--- config.mk ---
export PLATFORM = sky130hd
export DESIGN_NAME = angle_quad_emu
export DESIGN_NICKNAME = d
export VERILOG_FILES = /design/src/rtl/qenc_pkg.sv /design/src/rtl/qenc_step_pick.sv /design/src/rtl/qenc_pos_track.sv /design/src/rtl/qenc_dir_track.sv /design/src/rtl/qenc_phase_dec.sv /design/src/rtl/angle_quad_emu.sv
export SDC_FILE = /design/constraint.sdc
export NUM_CORES = 1
export LEC_CHECK = 0
export ABC_CLOCK_PERIOD_IN_PS = 9800
export BUFFER_PORTS_ARGS = -buffer_cell sky130_fd_sc_hd__buf_2
export CAP_MARGIN = 30
export CORE_ASPECT_RATIO = 1.25
export CORE_UTILIZATION = 60
export DETAILED_ROUTE_END_ITERATION = 6
export PLACE_DENSITY = 0.79
export SLEW_MARGIN = 20
export SYNTH_ARGS = -nofsm -noshare
export SYNTH_HDL_FRONTEND = slang
export SYNTH_SLANG_ARGS = --single-unit
--- constraint.sdc ---
create_clock -name clk -period 9.8 [get_ports clk]
set_clock_uncertainty 0.15 [all_clocks]
set_input_delay 0 -clock clk [delete_from_list [all_inputs] [get_ports clk]]
set_output_delay 0 -clock clk [all_outputs]
set_load 0.01 [all_outputs]
--- src/rtl/qenc_pkg.sv ---
`timescale 1ns/1ps
package qenc_pkg;

    localparam int ANGLE_BITS_DEFAULT = 12;

    typedef enum logic [1:0] {
        MOVE_HOLD = 2'd0,
        MOVE_UP   = 2'd1,
        MOVE_DOWN = 2'd2
    } move_e;

    typedef struct packed {
        logic a;
        logic b;
        logic z;
    } quad_s;

    // Gray-style phase: 00 -> 00, 01 -> 10, 10 -> 11, 11 -> 01 for {a,b}
    function automatic quad_s quad_from_phase(input logic [1:0] ph, input logic at_zero);
        quad_s q;
        q.a = ph[1] ^ ph[0];
        q.b = ph[1];
        q.z = at_zero;
        return q;
    endfunction

endpackage

--- src/rtl/qenc_step_pick.sv ---
`timescale 1ns/1ps
module qenc_step_pick
    import qenc_pkg::*;
#(
    parameter int ANG_W = ANGLE_BITS_DEFAULT
) (
    input  logic [ANG_W-1:0] cur,
    input  logic [ANG_W-1:0] tgt,
    output move_e            mv
);
    localparam logic [ANG_W-1:0] HALF_TURN = ANG_W'(1) << (ANG_W - 1);

    logic [ANG_W-1:0] gap;

    always_comb begin
        gap = tgt - cur;
        if (gap == '0) begin
            mv = MOVE_HOLD;
        end else if (gap <= HALF_TURN) begin
            mv = MOVE_UP;
        end else begin
            mv = MOVE_DOWN;
        end
    end
endmodule

--- src/rtl/qenc_pos_track.sv ---
`timescale 1ns/1ps
module qenc_pos_track
    import qenc_pkg::*;
#(
    parameter int ANG_W = ANGLE_BITS_DEFAULT
) (
    input  logic             clk,
    input  logic             rst,
    input  logic             tick,
    input  logic [ANG_W-1:0] ang,
    output logic [ANG_W-1:0] pos
);
    move_e mv;

    qenc_step_pick #(.ANG_W(ANG_W)) i_pick (
        .cur (pos),
        .tgt (ang),
        .mv  (mv)
    );

    always_ff @(posedge clk) begin
        if (rst) begin
            pos <= ang;
        end else if (tick) begin
            case (mv)
                MOVE_UP:   pos <= pos + ANG_W'(1);
                MOVE_DOWN: pos <= pos - ANG_W'(1);
                default:   pos <= pos;
            endcase
        end
    end
endmodule

--- src/rtl/qenc_dir_track.sv ---
`timescale 1ns/1ps
module qenc_dir_track
    import qenc_pkg::*;
#(
    parameter int ANG_W = ANGLE_BITS_DEFAULT
) (
    input  logic             clk,
    input  logic             rst,
    input  logic [ANG_W-1:0] ang,
    output logic             dir_up
);
    logic [ANG_W-1:0] last_ang;
    move_e            sense;

    qenc_step_pick #(.ANG_W(ANG_W)) i_sense (
        .cur (last_ang),
        .tgt (ang),
        .mv  (sense)
    );

    always_ff @(posedge clk) begin
        if (rst) begin
            last_ang <= ang;
            dir_up   <= 1'b1;
        end else begin
            last_ang <= ang;
            case (sense)
                MOVE_UP:   dir_up <= 1'b1;
                MOVE_DOWN: dir_up <= 1'b0;
                default:   dir_up <= dir_up;
            endcase
        end
    end
endmodule

--- src/rtl/qenc_phase_dec.sv ---
`timescale 1ns/1ps
module qenc_phase_dec
    import qenc_pkg::*;
#(
    parameter int ANG_W = ANGLE_BITS_DEFAULT
) (
    input  logic [ANG_W-1:0] pos,
    output quad_s            q
);
    logic at_zero;

    always_comb begin
        at_zero = (pos == '0);
        q       = quad_from_phase(pos[1:0], at_zero);
    end
endmodule

--- src/rtl/angle_quad_emu.sv ---
`timescale 1ns/1ps
module angle_quad_emu
    import qenc_pkg::*;
#(
    parameter int ANG_W = ANGLE_BITS_DEFAULT
) (
    input  logic             clk,
    input  logic             rst,
    input  logic             upd_en,
    input  logic [ANG_W-1:0] ang_in,
    output logic             qa,
    output logic             qb,
    output logic             qz,
    output logic             dir_up
);
    logic [ANG_W-1:0] emu_pos;
    quad_s            phase;

    qenc_pos_track #(.ANG_W(ANG_W)) i_pos (
        .clk  (clk),
        .rst  (rst),
        .tick (upd_en),
        .ang  (ang_in),
        .pos  (emu_pos)
    );

    qenc_phase_dec #(.ANG_W(ANG_W)) i_dec (
        .pos (emu_pos),
        .q   (phase)
    );

    qenc_dir_track #(.ANG_W(ANG_W)) i_dir (
        .clk    (clk),
        .rst    (rst),
        .ang    (ang_in),
        .dir_up (dir_up)
    );

    assign qa = phase.a;
    assign qb = phase.b;
    assign qz = phase.z;
endmodule

=== Word-level counts from Yosys, hierarchy flattened ===
Cells that the tools add are included.

* Add/sub/neg operators: 4
* $lt $le $gt $ge: 2
* Equality and inequality tests: 4
* Multiplexer cells: 8
* Bitwise logic cells: 1
* Reductions and logical operators: 7

{| class="wikitable"
|+ Operators with widths
! operator !! number
|-
| 12-bit logical NOT || 3
|-
| 12-bit less-or-equal comparator, second input constant || 2
|-
| 12-bit 2-to-1 mux || 2
|-
| 12-bit one-hot mux with 2 select lines || 1
|-
| 12-bit subtractor || 2
|-
| 12-bit by 1-bit adder with 12-bit output, second input constant || 1
|-
| 12-bit by 1-bit subtractor with 12-bit output, second input constant || 1
|-
| 2-bit 2-to-1 mux || 4
|-
| 2-bit by 1-bit equality test with 1-bit output, second input constant || 2
|-
| 2-bit equality test, second input constant || 2
|-
| 2-bit nonzero test || 2
|-
| 3-bit nonzero test || 1
|-
| 1-bit one-hot mux with 2 select lines || 1
|-
| 2-bit AND reduction || 1
|-
| 1-bit XOR || 1
|}

* Output and inout port bits: 4
* Flip-flop bits (word level): 25

=== Depth between registers and ports, before layout ===
Gate-level depths: netlist of run 1.

* Word-level depth: 8
* Gate-level depth with buffers: 20

=== Modules after synthesis ===
Synthesis of run 1 repeated with hierarchy kept, for this count alone.

* Cell total of the unflattened synthesis: 301
* Area total of the unflattened synthesis: 2521.2 µm²

{| class="wikitable"
|+ Modules (own cells, without submodules)
! module !! sequential area each (µm²) !! times used !! cells an instance !! area each (µm²)
|-
| qenc_pos_track || 360.3 || 1 || 99 || 922.1
|-
| qenc_step_pick at i_pos.i_pick || 0.0 || 1 || 86 || 620.6
|-
| qenc_step_pick at i_dir.i_sense || 0.0 || 1 || 89 || 619.3
|-
| qenc_dir_track || 260.2 || 1 || 18 || 297.8
|-
| qenc_phase_dec || 0.0 || 1 || 9 || 61.3
|}

=== Least setup slack after synthesis of run 1 ===
No wires, ideal clock.

* Path kind: register -> register
* From: register i_pos.pos[1]
* To: register i_pos.pos[11] (data pin)
* Arrival time: 4.782 ns
* Slack: 4.678 ns
* Path buffers: 0
* Required time: 9.460 ns
* Setup time: 0.190 ns
* Stages on the path, launching flop included: 20
* Cells stage by stage: edfxtp_1 > inv_1 > ha_1 > nor2b_1 > o21ai_0 > mux2i_1 > a21oi_1 > o21a_1 > or3_1 > or4_1 > and2_1 > ha_1 > o21ai_0 > o21ai_1 > a21oi_1 > o21bai_1 > a41oi_2 > a21oi_1 > mux4_2 > a2111oi_2

* Word-level cells in the longest chain between the ends: 8
* Elaborated cells between the ends (all ways): 12

{| class="wikitable"
|+ Ends and longest elaborated chain
! what !! line !! source
|-
| from (decl) || qenc_pos_track.sv:11 || <nowiki>output logic [ANG_W-1:0] pos</nowiki>
|-
| from (signal assigned) || qenc_pos_track.sv:23 || <nowiki>pos <= ang;</nowiki>
|-
| from (signal assigned) || qenc_pos_track.sv:26 || <nowiki>MOVE_UP: pos <= pos + ANG_W'(1);</nowiki>
|-
| from (signal assigned) || qenc_pos_track.sv:27 || <nowiki>MOVE_DOWN: pos <= pos - ANG_W'(1);</nowiki>
|-
| 12-bit subtractor || qenc_step_pick.sv:16 || <nowiki>gap = tgt - cur;</nowiki>
|-
| 12-bit less-or-equal comparator || qenc_step_pick.sv:19 || <nowiki>end else if (gap <= HALF_TURN) begin</nowiki>
|-
| 2-bit 2-to-1 mux || qenc_step_pick.sv:19 ||
|-
| 2-bit 2-to-1 mux || qenc_step_pick.sv:17 || <nowiki>if (gap == '0) begin</nowiki>
|-
| 2-bit equality test / 2-bit by 1-bit equality test with 1-bit output (equally long branches) || qenc_pos_track.sv:25 || <nowiki>case (mv)</nowiki>
|-
| 12-bit one-hot mux with 2 select lines * || qenc_pos_track.sv:25 ||
|-
| 12-bit 2-to-1 mux * || qenc_pos_track.sv:24 || <nowiki>end else if (tick) begin</nowiki>
|-
| 12-bit 2-to-1 mux * || qenc_pos_track.sv:22 || <nowiki>if (rst) begin</nowiki>
|}

Every way passes the cells marked *; elsewhere a longest branch is shown, timed or not. The select of a mux whose other input is x is not followed.
A chain may end at the register's enable or synchronous reset.

=== Worst setup path in the final report of run 1 ===
Same ends and word-level chain as after synthesis.

==> impl_metrics.env, run 1 <==
export IMPL_htree_levels=1
export IMPL_drt_first_pass_iters=4
export IMPL_vias_per_cell=6.11
export IMPL_synth_most_common_cell="sky130_fd_sc_hd__ha_1"
export IMPL_grt_pass1_wl_um=9530
export IMPL_yosysWarnings=0
export IMPL_drt_wirelength_per_cell_um=15.1
export IMPL_total_power_w=0.00102
export IMPL_ys_seq_elements=25
export IMPL_rsz0062_at_grt="no"
export IMPL_clk_root_buffer_cell="sky130_fd_sc_hd__clkbuf_8"
export IMPL_p_sw_frac=0.485
export IMPL_cts_repair_resize_count=0
export IMPL_grt_use_met3=0.0101
export IMPL_power_sequential_fraction=0.183
export IMPL_clock_path_buffers=2
export IMPL_via_count_of_the_first_global_routing_pass=2286
export IMPL_clock_pin_slew_of_the_registers_on_the_worst_case_setup_and_hold_paths_ns=0.09
export IMPL_critical_path_endpoint_type="flop"
export IMPL_fmax_ghz=0.178
export IMPL_synth_top_area_cell="sky130_fd_sc_hd__ha_1"
export IMPL_syn_avg_cell_area_um2=8.35
export IMPL_critical_path_most_common_cell="sky130_fd_sc_hd__a21oi_1"
export IMPL_antenna_found_initial=0
export IMPL_intPower_w=0.000525
export IMPL_post_route_min_period_ns=5.62
export IMPL_gpl_final_weighted_congestion=0.849
export IMPL_arrival_ns=5.54
export IMPL_p_leak_nw=1.30
export IMPL_worst_hold_slack_ns=0.136
export IMPL_finalSetupViolations=0
export IMPL_final_period_util=0.573
export IMPL_drt_total_wl_um=6110
export IMPL_cts_made_buffers=3
export IMPL_fp_row_count=26
export IMPL_gr_usage_met2=0.469
export IMPL_finalInstanceArea_um2=2980
export IMPL_insertedDiodeCount=0
export IMPL_max_slew_margin_rel=0.622
export IMPL_final_layout_size_suffix_gt1_frac=0.0891
export IMPL_synth_enable_flop_cells=12
export IMPL_critical_path_reg2reg_startpoint="i_pos.pos[1]$_DFFE_PP_"
export IMPL_muxShareOfSynthArea=0.0233
export IMPL_area_growth_pct=10.8
export IMPL_p_switching_w=0.000495
export IMPL_combinational_family_with_the_most_area_after_synthesis="compound AO/OA/AOI/OAI gates"
export IMPL_synth_simple_gate_area_share=0.226
export IMPL_syn_cell_area_um2=2690
export IMPL_async_flop_share=0
export IMPL_initial_core_util=0.641
export IMPL_netlist_top_cells_area="sky130_fd_sc_hd__ha_1, sky130_fd_sc_hd__edfxtp_1, sky130_fd_sc_hd__dfxtp_1"
export IMPL_max_cap_violation_count=0
export IMPL_slowest_delay_ns=0.55
export IMPL_number_of_top_level_pins=19
export IMPL_coreArea_um2=4200
export IMPL_detail_route_antenna_nets=0
export IMPL_die_w_um=61.9
export IMPL_seq_area_frac_synth=0.231
export IMPL_fp_dieH_um=76.9
export IMPL_tightestPinTransition_ns=0.562
export IMPL_drt_first_iter_violations=107
export IMPL_worst_path_max_delay_cell="sky130_fd_sc_hd__mux4_2"
export IMPL_synth_top_cells_by_count="sky130_fd_sc_hd__ha_1, sky130_fd_sc_hd__inv_1, sky130_fd_sc_hd__nand2_1, sky130_fd_sc_hd__o21ai_0, sky130_fd_sc_hd__nor2_1"
export IMPL_fillCellCount=344
export IMPL_synth_adder_area_share=0.176
export IMPL_power_combinational_fraction=0.758
export IMPL_crit_start="i_pos.pos[1]$_DFFE_PP_"
export IMPL_postSynthCellCount=322
export IMPL_hold_start="rst"
export IMPL_via_count=2468
export IMPL_fin_setup_tns_ns=0
export IMPL_ys_dominant_reg_cell="sky130_fd_sc_hd__dfxtp_1"
export IMPL_synth_compound_area_share=0.253
export IMPL_peakVddDrop_mv=0.180
export IMPL_tritoncts="yes"
export IMPL_dieArea_um2=4760
export IMPL_global_route_usage_total=0.262
export IMPL_final_nets=400
export IMPL_placement_setup_worst_slack_ns=4.22
export IMPL_post_dp_cell_area_um2=2820
export IMPL_status="completed"
export IMPL_synth_cell_types=57
export IMPL_list_of_cells_traversed_by_the_critical_path="inv_1 -> ha_1 -> nor2b_1 -> o21ai_0 -> mux2i_1 -> a21oi_1 -> o21a_1 -> or3_1 -> or4_1 -> and2_1 -> ha_1 -> o21ai_0 -> o21ai_1 -> a21oi_1 -> o21bai_1 -> a41oi_2 -> a21oi_1 -> mux4_2 -> a2111oi_2"
export IMPL_holdCritPathClass="in2reg"
export IMPL_largest_net_degree_at_the_start_of_global_routing=33
export IMPL_grt_remaining_overflow=0
export IMPL_placement_io_buffers=18
export IMPL_crit_path_start_kind="flop"
export IMPL_mappedNetlistNets=373
export IMPL_yosys_area_share_xor_xnor=0.0358
export IMPL_use_met1=0.327
export IMPL_worstPathRequired_ns=9.72
export IMPL_drc=0
export IMPL_post_route_worst_setup_slack_ns=4.18
export IMPL_top_usage_layer="met2"
export IMPL_dpl_hpwl_um=4860
export IMPL_synth_top_cell_area_share=0.153
export IMPL_path_class="reg2reg"
export IMPL_timing_hold_violations_final=0
export IMPL_crit_fanout=10
export IMPL_power_clock_fraction=0.059
export IMPL_final_max_tran_viols=0
export IMPL_cts_sink_count=25
export IMPL_clk_latency_ns=0.27
export IMPL_power_density_cell_area_nw_per_um2=342
flip-flops by register name, indices dropped and copies added (netlist names):
| register | cells |
|---|---|
| i_dir.last_ang | 12 |
| i_pos.pos | 12 |
| i_dir.dir_up | 1 |
final cells by class:
cell class / instances / area, µm² / area share
tap: 56 / 70.1 / 0.0235
inverter: 31 / 116 / 0.0390
multi-input combinational: 258 / 1920 / 0.644
sequential: 25 / 621 / 0.208
timing repair buffer: 30 / 210 / 0.0705
clock buffer: 4 / 45.0 / 0.0151
repair_timing:
item	CTS	global route
endpoints found under the hold margin	23	0
hold buffers	12	0
setup buffers	0	0
worst max-delay path: cells and delay by family, from the launching register on:
kind	cells	cell delay, ns
flip-flops	1	0.48
buffers and inverters	1	0.17
AND/OR/NAND/NOR	4	1.25
AO/OA/AOI/OAI	10	1.95
multiplexers	2	0.78
adder cells (fa/ha/maj)	2	0.65
cells by family (layout without fill, tap and decap cells):
family	Yosys count	in the layout
AO/OA/AOI/OAI	95	95
XOR/XNOR	11	11
adder cells (fa/ha/maj)	36	36
buffers and inverters	39	65
flip-flops	25	25
multiplexers	5	5
AND/OR/NAND/NOR	111	111
power by group through the flow:
| stage | Sequential [W] | Combinational [W] | Clock (W) |
|---|---|---|---|
| floorplan | 0.000177 | 0.000625 | 0 |
| global route | 0.000189 | 0.000865 | 0.0000645 |
| finish | 0.000186 | 0.000774 | 0.0000603 |
| CTS | 0.000185 | 0.000767 | 0.0000613 |
| detailed placement | 0.000185 | 0.000761 | 0 |
| global placement | 0.000188 | 0.000737 | 0 |
stage by stage:
step | util | instances
final | 0.710 | 404
after global routing | 0.710 | 404
after CTS | 0.710 | 404
after detailed placement | 0.671 | 388
after global placement | 0.671 | 388
after floorplan | - | 322
worst paths after layout:
kind                               endpoint  slack [ns]  cells past startpoint
hold reg to reg   i_dir.dir_up$_SDFFE_PP1P_        0.46                      2
hold / removal    i_dir.dir_up$_SDFFE_PP1P_        0.14                      2
setup / recovery    i_pos.pos[11]$_DFFE_PP_        4.18                     19
setup reg to reg    i_pos.pos[11]$_DFFE_PP_        4.18                     19
layer usage:
| metal | wire, µm | vias to the layer above |
|---|---|---|
| met5 | 0 | - |
| met4 | 107 | 0 |
| met3 | 182 | 9 |
| met2 | 3050 | 47 |
| met1 | 2770 | 1153 |
| li1 | - | 1259 |
placed cells by master, fill, tap and decap left out, types with 3 or more instances in the layout:
cell type                       instances
sky130_fd_sc_hd__inv_1                 31
sky130_fd_sc_hd__nand2b_1               4
sky130_fd_sc_hd__o31ai_1                6
sky130_fd_sc_hd__nor2_1                16
sky130_fd_sc_hd__nor3_1                11
sky130_fd_sc_hd__nor4_1                 6
sky130_fd_sc_hd__mux2i_1                4
sky130_fd_sc_hd__a211oi_1               7
sky130_fd_sc_hd__and3_1                 4
sky130_fd_sc_hd__nand3_1               10
sky130_fd_sc_hd__or3_1                  4
sky130_fd_sc_hd__fa_1                   3
sky130_fd_sc_hd__nor3b_1                5
sky130_fd_sc_hd__o211ai_1               5
sky130_fd_sc_hd__dlygate4sd3_1         12
sky130_fd_sc_hd__dfxtp_1               13
sky130_fd_sc_hd__buf_2                 18
sky130_fd_sc_hd__xnor2_1                4
sky130_fd_sc_hd__nand2_1               22
sky130_fd_sc_hd__or4_1                  3
sky130_fd_sc_hd__xor2_1                 7
sky130_fd_sc_hd__o21a_1                14
sky130_fd_sc_hd__nand4_1                3
sky130_fd_sc_hd__ha_1                  33
sky130_fd_sc_hd__a21o_1                 4
sky130_fd_sc_hd__clkbuf_8               3
sky130_fd_sc_hd__nor2b_1               11
sky130_fd_sc_hd__edfxtp_1              12
sky130_fd_sc_hd__o21ai_0               22
sky130_fd_sc_hd__a21oi_1               15
(Power assumes the default switching activity.)
==> run 2, diff against run 1 <==
ABC_CLOCK_PERIOD_IN_PS = 5200   (was 9800)
clock period = 5.2 ns   (was 9.8 ns; I/O delays follow)
==> run 2 against run 1 <==
  * Cell area grew 6.8%
  * Via count increased by 3.4%
  * Sequential power grew 88%
  * Hold slack lost 0.0037 ns
  * Final cell count up 3.5%
  * Wire length grew 9.1%
  * Flip-flop and latch count unchanged
==> impl_metrics.env, run 2 (synthesis gave the netlist of run 1 again) <==
export IMPL_arrival_ns=4.90
export IMPL_area_growth_pct=18.4
export IMPL_fmax_ghz=0.201
export IMPL_die_w_um=61.9
export IMPL_worstPathRequired_ns=5.13
export IMPL_final_max_tran_viols=0
export IMPL_fillCellCount=304
export IMPL_insertedDiodeCount=0
export IMPL_slowest_delay_ns=0.53
export IMPL_via_count=2552
export IMPL_tightestPinTransition_ns=0.670
export IMPL_power_density_cell_area_nw_per_um2=689
export IMPL_timing_hold_violations_final=0
export IMPL_critical_path_endpoint_type="flop"
export IMPL_clk_root_buffer_cell="sky130_fd_sc_hd__clkbuf_8"
export IMPL_coreArea_um2=4200
export IMPL_final_period_util=0.956
export IMPL_clock_pin_slew_of_the_registers_on_the_worst_case_setup_and_hold_paths_ns=0.09
export IMPL_crit_path_start_kind="flop"
export IMPL_holdCritPathClass="in2reg"
export IMPL_drt_total_wl_um=6670
export IMPL_fp_row_count=26
export IMPL_final_layout_size_suffix_gt1_frac=0.166
export IMPL_reg_top3="i_dir.last_ang: 12 flops, i_pos.pos: 12 flops, i_dir.dir_up: 1 flops"
export IMPL_clock_path_buffers=2
export IMPL_area_of_the_multi_input_gates_um2=2010
export IMPL_cts_made_buffers=3
export IMPL_seqCellArea_um2=621
export IMPL_htree_levels=1
export IMPL_layout_commonest_cell="sky130_fd_sc_hd__inv_1"
export IMPL_post_route_min_period_ns=4.97
export IMPL_post_dp_cell_area_um2=2900
export IMPL_grt_pass1_wl_um=10000
export IMPL_worst_path_max_delay_cell="sky130_fd_sc_hd__mux4_2"
export IMPL_total_power_w=0.00219
export IMPL_max_slew_margin_rel=0.549
export IMPL_final_cell_mix="sky130_fd_sc_hd__inv_1, sky130_fd_sc_hd__ha_1, sky130_fd_sc_hd__nand2_1"
export IMPL_antenna_found_initial=0
export IMPL_tritoncts="yes"
export IMPL_list_of_cells_traversed_by_the_critical_path="ha_2 -> fa_2 -> or2b_1 -> a211oi_2 -> or2_4 -> a21o_1 -> nand3_1 -> or4_4 -> and2_4 -> ha_4 -> o21ai_1 -> o21ai_1 -> a21oi_2 -> o21bai_1 -> a41oi_2 -> a21oi_2 -> mux4_2 -> a2111oi_2"
export IMPL_status="completed"
export IMPL_crit_fanout=4
export IMPL_drt_wirelength_per_cell_um=15.9
export IMPL_drc=0
export IMPL_max_cap_violation_count=0
export IMPL_initial_core_util=0.641
export IMPL_gpl_final_weighted_congestion=0.879
export IMPL_dieArea_um2=4760
export IMPL_peakVddDrop_mv=0.428
export IMPL_clk_latency_ns=0.27
export IMPL_detail_route_antenna_nets=0
export IMPL_drt_first_pass_iters=4
export IMPL_finalSetupViolations=0
export IMPL_p_leak_nw=1.37
export IMPL_largest_net_degree_at_the_start_of_global_routing=33
export IMPL_path_class="reg2reg"
export IMPL_placement_io_buffers=18
export IMPL_fp_dieH_um=76.9
export IMPL_vias_per_cell=6.11
export IMPL_via_count_of_the_first_global_routing_pass=2261
export IMPL_final_nets=414
export IMPL_grt_remaining_overflow=0
export IMPL_dpl_hpwl_um=4980
export IMPL_drt_first_iter_violations=113
export IMPL_finalInstanceArea_um2=3180
export IMPL_number_of_top_level_pins=19
export IMPL_global_route_usage_total=0.276
export IMPL_cts_sink_count=25
run 2: changes by cell type in the layout (fill, tap and decap cells not counted), sizes merged:
cell         change
buf             +13
dlygate4sd3      +1
run 2: report_power, final:
part / internal [W] / total [W] / switching (W) / leakage (nW)
combinational: 0.000793 / 0.00173 / 0.000935 / 1.11
clock: 0.0000547 / 0.000115 / 0.0000601 / 0.0228
sequential: 0.000292 / 0.000350 / 0.0000571 / 0.233
run 2: worst paths after layout:
| kind | start | to | slack (ns) | depth (start not counted) |
|---|---|---|---|---|
| worst max-delay path | i_pos.pos[0]$_DFFE_PP_ | i_pos.pos[11]$_DFFE_PP_ | 0.23 | 18 |
| worst min-delay path | rst | i_dir.dir_up$_SDFFE_PP1P_ | 0.13 | 2 |
| worst max register to register | i_pos.pos[0]$_DFFE_PP_ | i_pos.pos[11]$_DFFE_PP_ | 0.23 | 18 |
| worst min register to register | i_dir.dir_up$_SDFFE_PP1P_ | i_dir.dir_up$_SDFFE_PP1P_ | 0.48 | 2 |
run 2: metrics by stage:
stage	hold slack [ns]	setup WS, ns	setup TNS, ns	cells	util
after global routing	0.174	-0.0283	-0.0283	418	0.759
after floorplan	-0.122	0.0781	0	322	-
after detailed placement	-0.0230	-0.154	-0.154	399	0.691
after global placement	-0.0337	0.0194	0	399	0.691
final	0.132	0.230	0	418	0.759
after CTS	0.137	0.00265	0	416	0.736
run 2: repair_timing:
action	CTS	global route
buffers inserted	0	2
hold buffers	13	0
gates resized for setup	5	17
pin swaps	2	8
setup endpoints to repair	1	3
endpoints found under the hold margin	23	0
cloned	0	0
run 2: layer usage:
| metal | share of wire | up-vias | wire length (µm) | global-route usage |
|---|---|---|---|---|
| met1 | 0.44 | 1191 | 2910 | 0.361 |
| met2 | 0.51 | 65 | 3380 | 0.484 |
| li1 | - | 1278 | - | - |
| met5 | 0 | - | 0 | 0 |
| met4 | 0.029 | 0 | 191 | 0.0622 |
| met3 | 0.028 | 18 | 189 | 0.0135 |
run 2: area by class of cell:
cell class / count / share of cell area
inverter: 31 / 0.0365
tap: 56 / 0.0220
sequential: 25 / 0.195
clock buffer: 4 / 0.0141
timing repair buffer: 44 / 0.101
multi-input combinational: 258 / 0.631
run 2: worst max-delay path, delay by kind of cell (launching register included):
family	cells	cell delay, ns
and+or+nand+nor	5	1.22
DFF	1	0.42
adders and majority gates	3	0.88
AOI/OAI and AO/OA	9	1.58
muxes	1	0.53
